### src/rtl/pwm_chan_pkg.sv
package pwm_chan_pkg;

  // Write target encoding on the register port
  typedef enum logic [1:0] {
    SEL_PERIOD = 2'd0,
    SEL_THRESH = 2'd1,
    SEL_CTRL   = 2'd2
  } reg_sel_e;

  // Per-channel control slice, start in bit 0
  typedef struct packed {
    logic reload;
    logic polarity;
    logic manual;
    logic start;
  } chan_ctrl_t;

  // Slice position inside the shared control word (gap after channel 0)
  function automatic int slice_base(input int idx);
    return (idx == 0) ? 0 : 4 * (idx + 1);
  endfunction

endpackage

### src/rtl/pwm_chan_regs.sv
module pwm_chan_regs
  import pwm_chan_pkg::*;
#(
  parameter int CNT_W    = 16,
  parameter int DATA_W   = 32,
  parameter int CHAN_IDX = 1,
  parameter int NUM_CHAN = 5
) (
  input  logic              clk,
  input  logic              rst_n,
  input  logic              wr_en,
  input  logic [1:0]        wr_sel,
  input  logic [DATA_W-1:0] wr_data,
  output logic [CNT_W-1:0]  period_buf,
  output logic [CNT_W-1:0]  thresh_buf,
  output chan_ctrl_t        ctrl
);

  localparam int  SB      = slice_base(CHAN_IDX);
  localparam bit  IS_LAST = (CHAN_IDX == NUM_CHAN - 1);

  chan_ctrl_t ctrl_d;
  logic       unused_bits;

  assign unused_bits = ^wr_data;

  generate
    if (IS_LAST) begin : g_last_slice
      // last channel: reload one bit lower, polarity fixed to normal
      assign ctrl_d = '{reload:   wr_data[SB+2],
                        polarity: 1'b1,
                        manual:   wr_data[SB+1],
                        start:    wr_data[SB]};
    end else begin : g_std_slice
      assign ctrl_d = '{reload:   wr_data[SB+3],
                        polarity: wr_data[SB+2],
                        manual:   wr_data[SB+1],
                        start:    wr_data[SB]};
    end
  endgenerate

  always_ff @(posedge clk or negedge rst_n) begin
    if (!rst_n) begin
      period_buf <= '0;
      thresh_buf <= '0;
      ctrl       <= '0;
    end else if (wr_en) begin
      case (reg_sel_e'(wr_sel))
        SEL_PERIOD: period_buf <= wr_data[CNT_W-1:0];
        SEL_THRESH: thresh_buf <= wr_data[CNT_W-1:0];
        SEL_CTRL:   ctrl       <= ctrl_d;
        default:    ;
      endcase
    end
  end

  // control slice changes only through a control write
  p_ctrl_write_only_r11: assert property (@(posedge clk) disable iff (!rst_n)
    !(wr_en && wr_sel == SEL_CTRL) |=> $stable(ctrl));

  // period buffer changes only through its own write
  p_buf_write_only_r8: assert property (@(posedge clk) disable iff (!rst_n)
    !(wr_en && wr_sel == SEL_PERIOD) |=> $stable(period_buf));

endmodule

### src/rtl/pwm_chan_counter.sv
module pwm_chan_counter
  import pwm_chan_pkg::*;
#(
  parameter int CNT_W = 16
) (
  input  logic             clk,
  input  logic             rst_n,
  input  logic             tick_en,
  input  chan_ctrl_t       ctrl,
  input  logic [CNT_W-1:0] period_buf,
  input  logic [CNT_W-1:0] thresh_buf,
  output logic             load_now,
  output logic             load_full,
  output logic             hit_now,
  output logic             period_end
);

  logic [CNT_W-1:0] cnt_q;
  logic [CNT_W-1:0] thr_q;
  logic [CNT_W-1:0] cnt_dec;
  logic             halt_q;
  logic             running;
  logic             step;
  logic             expire;

  assign running   = ctrl.start && !ctrl.manual && !halt_q;
  assign step      = running && tick_en;
  assign expire    = step && (cnt_q == '0);
  assign cnt_dec   = cnt_q - CNT_W'(1);
  assign load_now  = ctrl.manual || (expire && ctrl.reload);
  assign load_full = &thresh_buf;
  // match is only tested on the value produced by a decrement
  assign hit_now   = step && !expire && (cnt_dec == thr_q);

  always_ff @(posedge clk or negedge rst_n) begin
    if (!rst_n) begin
      cnt_q <= '0;
      thr_q <= '0;
    end else if (load_now) begin
      cnt_q <= period_buf;
      thr_q <= thresh_buf;
    end else if (step && !expire) begin
      cnt_q <= cnt_dec;
    end
  end

  always_ff @(posedge clk or negedge rst_n) begin
    if (!rst_n) begin
      halt_q <= 1'b0;
    end else if (ctrl.manual) begin
      halt_q <= 1'b0;
    end else if (expire && !ctrl.reload) begin
      halt_q <= 1'b1;
    end
  end

  always_ff @(posedge clk or negedge rst_n) begin
    if (!rst_n) period_end <= 1'b0;
    else        period_end <= expire;
  end

  // a counting tick on a nonzero counter lowers it by exactly one
  p_count_step_r3: assert property (@(posedge clk) disable iff (!rst_n)
    (step && cnt_q != '0 && !ctrl.manual) |=> (cnt_q == $past(cnt_q) - CNT_W'(1)));

  // manual update leaves the buffers in the active registers
  p_manual_load_r2: assert property (@(posedge clk) disable iff (!rst_n)
    ctrl.manual |=> (cnt_q == $past(period_buf) && thr_q == $past(thresh_buf)));

  // a halted channel keeps its counter and issues no pulse
  p_halt_hold_r7: assert property (@(posedge clk) disable iff (!rst_n)
    (halt_q && !ctrl.manual) |=> ($stable(cnt_q) && !period_end));

  // the pulse only follows a cycle in which the counter was zero
  p_end_at_zero_r12: assert property (@(posedge clk) disable iff (!rst_n)
    period_end |-> ($past(cnt_q) == '0));

endmodule

### src/rtl/pwm_chan_outstage.sv
module pwm_chan_outstage (
  input  logic clk,
  input  logic rst_n,
  input  logic load_now,
  input  logic load_full,
  input  logic hit_now,
  input  logic start,
  input  logic polarity,
  output logic pwm_out
);

  logic level_q;

  always_ff @(posedge clk or negedge rst_n) begin
    if (!rst_n)        level_q <= 1'b0;
    else if (load_now) level_q <= load_full;
    else if (hit_now)  level_q <= 1'b1;
  end

  always_comb begin
    if (!start)        pwm_out = !polarity;
    else if (polarity) pwm_out = level_q;
    else               pwm_out = !level_q;
  end

  // the level rises only after a match or a full-duty load
  p_level_rise_r4: assert property (@(posedge clk) disable iff (!rst_n)
    $rose(level_q) |-> $past(hit_now || (load_now && load_full)));

  // the level falls only on a reload
  p_level_fall_r4: assert property (@(posedge clk) disable iff (!rst_n)
    $fell(level_q) |-> $past(load_now));

  // an all-ones threshold load leaves the level active
  p_full_duty_r6: assert property (@(posedge clk) disable iff (!rst_n)
    (load_now && load_full) |=> level_q);

endmodule

### src/rtl/pwm_dbuf_channel.sv
module pwm_dbuf_channel
  import pwm_chan_pkg::*;
#(
  parameter int CNT_W    = 16,
  parameter int DATA_W   = 32,
  parameter int CHAN_IDX = 1,
  parameter int NUM_CHAN = 5
) (
  input  logic              clk,
  input  logic              rst_n,
  input  logic              wr_en,
  input  logic [1:0]        wr_sel,
  input  logic [DATA_W-1:0] wr_data,
  input  logic              tick_en,
  output logic              pwm_out,
  output logic              period_end
);

  logic [CNT_W-1:0] period_buf;
  logic [CNT_W-1:0] thresh_buf;
  chan_ctrl_t       ctrl;
  logic             load_now;
  logic             load_full;
  logic             hit_now;

  pwm_chan_regs #(
    .CNT_W(CNT_W), .DATA_W(DATA_W), .CHAN_IDX(CHAN_IDX), .NUM_CHAN(NUM_CHAN)
  ) u_regs (
    .clk(clk), .rst_n(rst_n), .wr_en(wr_en), .wr_sel(wr_sel), .wr_data(wr_data),
    .period_buf(period_buf), .thresh_buf(thresh_buf), .ctrl(ctrl)
  );

  pwm_chan_counter #(.CNT_W(CNT_W)) u_counter (
    .clk(clk), .rst_n(rst_n), .tick_en(tick_en), .ctrl(ctrl),
    .period_buf(period_buf), .thresh_buf(thresh_buf),
    .load_now(load_now), .load_full(load_full), .hit_now(hit_now),
    .period_end(period_end)
  );

  pwm_chan_outstage u_out (
    .clk(clk), .rst_n(rst_n), .load_now(load_now), .load_full(load_full),
    .hit_now(hit_now), .start(ctrl.start), .polarity(ctrl.polarity),
    .pwm_out(pwm_out)
  );

endmodule

### config.mk
export PLATFORM = sky130hd
export DESIGN_NAME = pwm_dbuf_channel
export DESIGN_NICKNAME = d
export VERILOG_FILES = /design/src/rtl/pwm_chan_pkg.sv /design/src/rtl/pwm_chan_regs.sv /design/src/rtl/pwm_chan_counter.sv /design/src/rtl/pwm_chan_outstage.sv /design/src/rtl/pwm_dbuf_channel.sv
export SDC_FILE = /design/constraint.sdc
export NUM_CORES = 1
export LEC_CHECK = 0
export ABC_CLOCK_PERIOD_IN_PS = 3000
export CORE_MARGIN = 5
export CORE_UTILIZATION = 50
export CTS_CLUSTER_SIZE = 30
export DETAILED_ROUTE_END_ITERATION = 7
export GPL_TIMING_DRIVEN = 0
export PLACE_DENSITY = 0.72
export SLEW_MARGIN = 20
export SYNTH_ARGS = -nofsm -noshare
export SYNTH_HDL_FRONTEND = slang
export SYNTH_HIERARCHICAL = 1
export SYNTH_SLANG_ARGS = --single-unit
export TNS_END_PERCENT = 30
### constraint.sdc
create_clock -name clk -period 3 [get_ports clk]
set_input_delay 0.6 -clock clk [delete_from_list [all_inputs] [get_ports clk]]
set_output_delay 0.6 -clock clk [all_outputs]
set_load 0.05 [all_outputs]
==> results of run 1 <==
==> area by class of cell <==
class | instances | share of cell area, %
Clock buffer | 9 | 2.84
Timing Repair Buffer | 24 | 5.86
Multi-Input combinational cell | 267 | 41.7
Sequential cell | 71 | 40.8
Tap cell | 99 | 2.84
Buffer | 21 | 2.90
Inverter | 4 | 0.345
Clock inverter | 7 | 2.76
==> routing by layer <==
layer / track usage, % / vias to the layer above
met5: 0 / -
met1: 29.6 / 1462
met4: 8.89 / 0
met2: 32.9 / 91
met3: 4.22 / 13
li1: - / 1383
==> synthesized netlist by cell type (5+ instances only) <==
| cell type | instances |
|---|---|
| nor2_1 | 18 |
| dfrtp_1 | 71 |
| mux2_2 | 36 |
| and3_1 | 6 |
| o21ai_0 | 18 |
| clkbuf_1 | 11 |
| nand3_1 | 8 |
| nor4_1 | 10 |
| a21oi_1 | 12 |
| nor3_1 | 7 |
| nand2_1 | 68 |
| nand4_1 | 5 |
| xor2_1 | 8 |
| xnor2_1 | 12 |
==> final timing paths <==
kind,startpoint,end,slack (ns),cells past startpoint
worst max register to register,u_counter/cnt_q[4],u_counter/cnt_q[2],0.24,9
min in group clk,u_counter/thr_q[10],u_counter/thr_q[10],0.50,2
max in group asynchronous,rst_n,u_counter/cnt_q[3],2.34,2
worst min register to register,u_counter/thr_q[10],u_counter/thr_q[10],0.50,2
worst max-delay path,u_counter/cnt_q[4],u_counter/cnt_q[2],0.24,9
worst min-delay path,rst_n,u_regs/thresh_buf[13],0.12,1
==> sequential cells by signal (all words and copies together), names as in the netlist <==
register	flops
u_regs/thresh_buf	16
u_out/level_q	1
u_regs/ctrl	4
u_counter/cnt_q	16
u_counter/period_end	1
u_counter/halt_q	1
u_counter/thr_q	16
u_regs/period_buf	16
==> cell families (layout without fill, tap and decap cells) <==
logic type | Yosys count | after routing | share of synthesized area (%)
and+or+nand+nor | 147 | 147 | 20.6
DFF | 71 | 71 | 47.9
AOI/OAI and AO/OA | 62 | 62 | 11.4
muxes | 36 | 36 | 10.9
buffers and inverters | 25 | 65 | 3.78
xor gates and xnor gates | 20 | 20 | 4.72
adders and majority gates | 2 | 2 | 0.675
==> power breakdown <==
part	leakage [nW]	internal [mW]	total, mW	switching [mW]
combinational	0.861	0.536	1.24	0.706
clock	0.120	0.555	0.934	0.379
sequential	0.861	1.20	1.46	0.253
==> worst max-delay path, cell delays in order (launching register included) <==
cell and delay (ns):
dfrtp_1 0.39, buf_8 0.14, nor4_2 0.54, and3_1 0.24, buf_2 0.17, a31oi_1 0.11
nor2_1 0.33, clkbuf_1 0.47, o21ai_0 0.18, o211ai_1 0.11
==> what timing repair did <==
action	4_1_cts	5_1_grt
buffers inserted	0	0
setup endpoints to repair	0	14
gates resized for setup	0	6
hold buffers	0	0
==> layout by cell type, fill, tap and decap left out, types with 2 or more instances in the layout <==
cell	Yosys	layout
dfrtp_1	71	71
nand2_1	68	68
mux2_2	36	36
clkdlybuf4s50_1	0	22
nor2_1	18	18
o21ai_0	18	18
xnor2_1	12	12
a21oi_1	12	12
clkbuf_1	11	10
clkbuf_8	0	9
nand3_1	8	8
xor2_1	8	8
nor3_1	7	7
nor4_1	10	7
and3_1	6	6
nand4_1	5	5
nor4_2	1	4
buf_2	4	4
o311ai_0	4	4
o211ai_1	4	4
bufinv_16	0	3
buf_4	2	3
inv_1	3	3
buf_6	3	3
nor2b_1	3	3
nor3b_1	3	3
nand3b_1	2	2
or3_1	2	2
nand2b_1	2	2
nor3_2	2	2
nand4b_1	2	2
a41oi_1	2	2
o211a_1	2	2
o2111ai_1	2	2
a221o_1	2	2
a22oi_1	2	2
ha_1	2	2
==> results_dict.tcl, run 1 <==
set metrics [dict create \
    status "completed" \
    cp-end-kind "flop" \
    worstMarginPinSlew_ns 0.859 \
    postLayoutCellArea_um2 4360 \
    hold_slack_ns 0.121 \
    syn_area_um2 3710 \
    clk_latency_ns 0.34 \
    tns_ns 0 \
    setup_ws_ns 0.242 \
    grt_pass1_vias 2868 \
    drcViolationCount 0 \
    clockRootBuffer "clkbuf_8" \
    clockBufferDepth 2 \
    drt-total-wl_um 8970 \
    cts_buffers 9 \
    areaGrowthSynthToFinish_pct 17.5 \
    wl_per_cell_um 17.9 \
    syn-num-nets 403 \
    cellPowerDensity_nw_per_um2 834 \
    dpl.hpwl_um 6550 \
    crit_required_ns 3.25 \
    wl_met1_um 4000 \
    highest_layer "met4" \
    grt_util_all_layers_pct 21.4 \
    final_core_util_pct 60.1 \
    fin_worst_skew_ns 0.00663 \
    nets 438 \
    p_leak_nw 1.84 \
    synth_top_cell_by_area "dfrtp_1" \
    nFillCells 620 \
    multiInputGateArea_um2 1820 \
    floorplan.die.height_um 96.1 \
    place_ws_ns 0.113 \
    critPathLaunchType "flop" \
    synth_cells 363 \
    die_w_um 96.1 \
    grt_start_max_net_pins 56 \
    antenna_found_initial 0 \
    cts_sinks 71 \
    io_buffer_count 23 \
    dieArea_um2 9240 \
    grt-ovfl-total 0 \
    synth.area.top_cells "dfrtp_1, mux2_2, nand2_1" \
    netlist.area_leader.share_pct 47.9 \
    coreArea_um2 7250 \
    drive_above_1_share_pct 20.3 \
    dpl-instance-area_um2 4090 \
    gp_congestion 0.873 \
    initial_utilization_pct 51.1 \
    instances_no_fill 502 \
    drv_slew 0 \
    clk_pin_slew_ns 0.08 \
    ys_seq_area_share_pct 47.9 \
    ioPinCount 40 \
    hold_violations 0 \
    peakVddDrop_mv 0.435 \
    finalSetupViolCount 0 \
    yosys_warnings 6 \
    rows 31 \
    critPathKind "flop to flop" \
    vias 2949 \
    arrival_ns 3.01 \
    max_cap_violations 0 \
    htree_levels 3 \
    yosys_most_used_dff "dfrtp_1" \
    synth_seq_cells 71 \
    regArea_um2 1780 \
    viasPerCell 5.87 \
    min_period_ns 2.76 \
    drt-pass1-iter-count 5 \
    cts_tree "done" \
    fmax_mhz 363 \
    crit_fanout 10 \
    synth-async-reset-ratio_pct 100 \
    grt_pass1_wl_um 14700 \
    synth.distinct_cells 58 \
    routed-wl-met3_um 503 \
    route.met2.wl_um 4260 \
    syn_area_per_cell_um2 10.2 \
    period_share_pct 91.9 \
    ant_nets 0 \
    power_mw 3.63 \
    synth-edff-count 0 \
    drt_iter0_drc 266 \
    holdCritPathClass "primary input to async pin" \
    placedCellCount 486 \
    maxSlewHeadroom_pct 42.8 \
    n_antenna_cell 0 \
    rsz0062_at_grt "false" \
]
Power figures use the tool's default switching activity.
==> run 2: changes to the inputs <==
Settings changed: DONT_BUFFER_PORTS from default to 1, PLACE_DENSITY 0.72 to default.
==> run 2 against run 1 <==
  * Die area unchanged
  * Setup slack worse by 0.054 ns
  * Global-route usage grew 0.14 points
  * Clock skew grew 0.0023 ns
  * Largest cell class unchanged
  * Highest routed layer unchanged
==> results_dict.tcl, run 2 (same netlist as run 1, synthesis figures left out) <==
set metrics [dict create \
    viasPerCell 5.72 \
    min_period_ns 2.81 \
    dpl.hpwl_um 6340 \
    slowest_delay_ns 0.37 \
    areaGrowthSynthToFinish_pct 10.3 \
    drt-pass1-iter-count 4 \
    maxSlewHeadroom_pct 31.9 \
    layout_commonest_cell "dfrtp_1" \
    ioPinCount 40 \
    critPathLaunchType "flop" \
    grt_pass1_wl_um 14800 \
    grt_util_all_layers_pct 21.5 \
    dieArea_um2 9240 \
    p_leak_nw 1.74 \
    hold_violations 0 \
    drcViolationCount 0 \
    fin_worst_skew_ns 0.00897 \
    finalSetupViolCount 0 \
    multiInputGateArea_um2 1820 \
    regArea_um2 1780 \
    pwr-share-seq_pct 42.2 \
    n_antenna_cell 0 \
    crit_fanout 10 \
    clk_pin_slew_ns 0.08 \
    grt_pass1_vias 2803 \
    cpLargestDelayFamily "buffers and inverters" \
    antenna_found_initial 0 \
    endpoint "u_out/level_q" \
    drv_slew 0 \
    timing.critical_path.from "u_counter/cnt_q[0]" \
    cp-end-kind "flop" \
    htree_levels 3 \
    initial_utilization_pct 51.1 \
    final_cell_mix "dfrtp_1, nand2_1, mux2_2, nor2_1, o21ai_0" \
    die_w_um 96.1 \
    power.switching_mw 1.34 \
    peakVddDrop_mv 0.498 \
    r2r_slack_ns 0.19 \
    p_int_mw 2.11 \
    cts_buffers 9 \
    grt_start_max_net_pins 72 \
    arrival_ns 3.08 \
    cts_sinks 71 \
    holdCritPathClass "primary input to async pin" \
    dpl-instance-area_um2 3830 \
    worstMarginPinSlew_ns 1.02 \
    cp_num_buf_inv 4 \
    clk_latency_ns 0.34 \
    drive_above_1_share_pct 21.6 \
    cellPowerDensity_nw_per_um2 842 \
    tns_ns 0 \
    fmax_mhz 356 \
    timing.rr.end "u_out/level_q" \
    pwr-share-comb_pct 34.9 \
    period_share_pct 93.7 \
    status "completed" \
    max_cap_violations 0 \
    r2r_start "u_counter/cnt_q[0]" \
    worstPathCellList "clkbuf_1 -> inv_1 -> ha_1 -> clkbuf_1 -> nand2b_1 -> clkbuf_2 -> nor2_1 -> xnor2_1 -> a41oi_1 -> a221oi_2 -> nor2_1 -> o21ai_1" \
    slowest_stage "dfrtp_1" \
    clockBufferDepth 2 \
    critPathKind "flop to flop" \
    cts_tree "done" \
    nFillCells 659 \
    reg2reg_depth 12 \
    drt_iter0_drc 144 \
    ant_nets 0 \
    rows 31 \
    grt-ovfl-total 0 \
    clkPwrFrac_pct 22.9 \
    postLayoutCellArea_um2 4090 \
    gp_congestion 0.891 \
    crit_required_ns 3.27 \
    nets 415 \
    floorplan.die.height_um 96.1 \
    io_buffer_count 0 \
    swShare_pct 38.8 \
    drt-total-wl_um 8850 \
    coreArea_um2 7250 \
    rsz0062_at_grt "false" \
    cp_num_cells 12 \
    wl_per_cell_um 18.5 \
    clockRootBuffer "clkbuf_8" \
    vias 2740 \
]
-- run 2: changes by cell type in the layout (fill, tap and decap cells not counted) --
cell,previous run,this run
clkdlybuf4s50_1,22,0
bufinv_16,3,1
buf_4,3,2
clkbuf_1,10,9
clkbuf_2,1,2
clkinv_4,1,2
inv_8,0,1
-- run 2: metal layers --
layer | track usage (%) | share of wire (%) | vias up
met5 | 0 | 0 | -
li1 | - | - | 1337
met1 | 31.6 | 49 | 1319
met2 | 31.0 | 43 | 69
met3 | 5.39 | 5.6 | 15
met4 | 7.11 | 2.1 | 0
-- run 2: layout make-up --
class	instances	area share (%)
buffer	21	3.12
clock buffer	9	3.03
multi-input combinational	267	44.4
timing repair buffer	1	0.673
sequential	71	43.4
clock inverter	7	1.96
inverter	4	0.367
tap	99	3.03
-- run 2: worst min-delay path by stage --
stage,startpoint,endpoint,slack (ns),cells after the start
after floorplan,rst_n,u_counter/cnt_q[0],0.30,0
after global placement,rst_n,u_counter/cnt_q[11],0.31,0
after detailed placement,rst_n,u_counter/cnt_q[11],0.31,0
after CTS,rst_n,u_counter/cnt_q[9],0.15,1
after global routing,rst_n,u_counter/cnt_q[7],0.14,1
final,rst_n,u_counter/cnt_q[9],0.12,1
-- run 2: power groups by stage --
stage / logic [mW] / clock network [mW] / registers, mW
after floorplan: 0.936 / 0 / 1.38
after global placement: 1.13 / 0 / 1.46
after detailed placement: 1.15 / 0 / 1.46
after CTS: 1.18 / 0.808 / 1.45
after global routing: 1.33 / 0.858 / 1.49
final: 1.20 / 0.789 / 1.45
-- run 2: timing repair --
item,CTS,global route
setup buffers,0,0
pin swaps,0,0
gates resized for setup,1,7
hold buffers,1,0
endpoints found under the setup margin,1,16
cloned,0,0
endpoints found under the hold margin,71,0
-- run 2: metrics by stage --
| stage | total power [mW] | worst slack, ns | std cells | hold WS [ns] | util [%] |
|---|---|---|---|---|---|
| 2_1_floorplan | 2.32 | 0.589 | 363 | 0.304 | - |
| 4_1_cts | 3.44 | 0.124 | 479 | 0.148 | 56.1 |
| 5_1_grt | 3.68 | 0.00945 | 479 | 0.144 | 56.4 |
| 6_report | 3.44 | 0.188 | 479 | 0.116 | 56.4 |
| 3_3_place_gp | 2.59 | 0.0169 | 462 | 0.307 | 52.8 |
| 3_5_place_dp | 2.62 | 0.0302 | 462 | 0.307 | 52.8 |
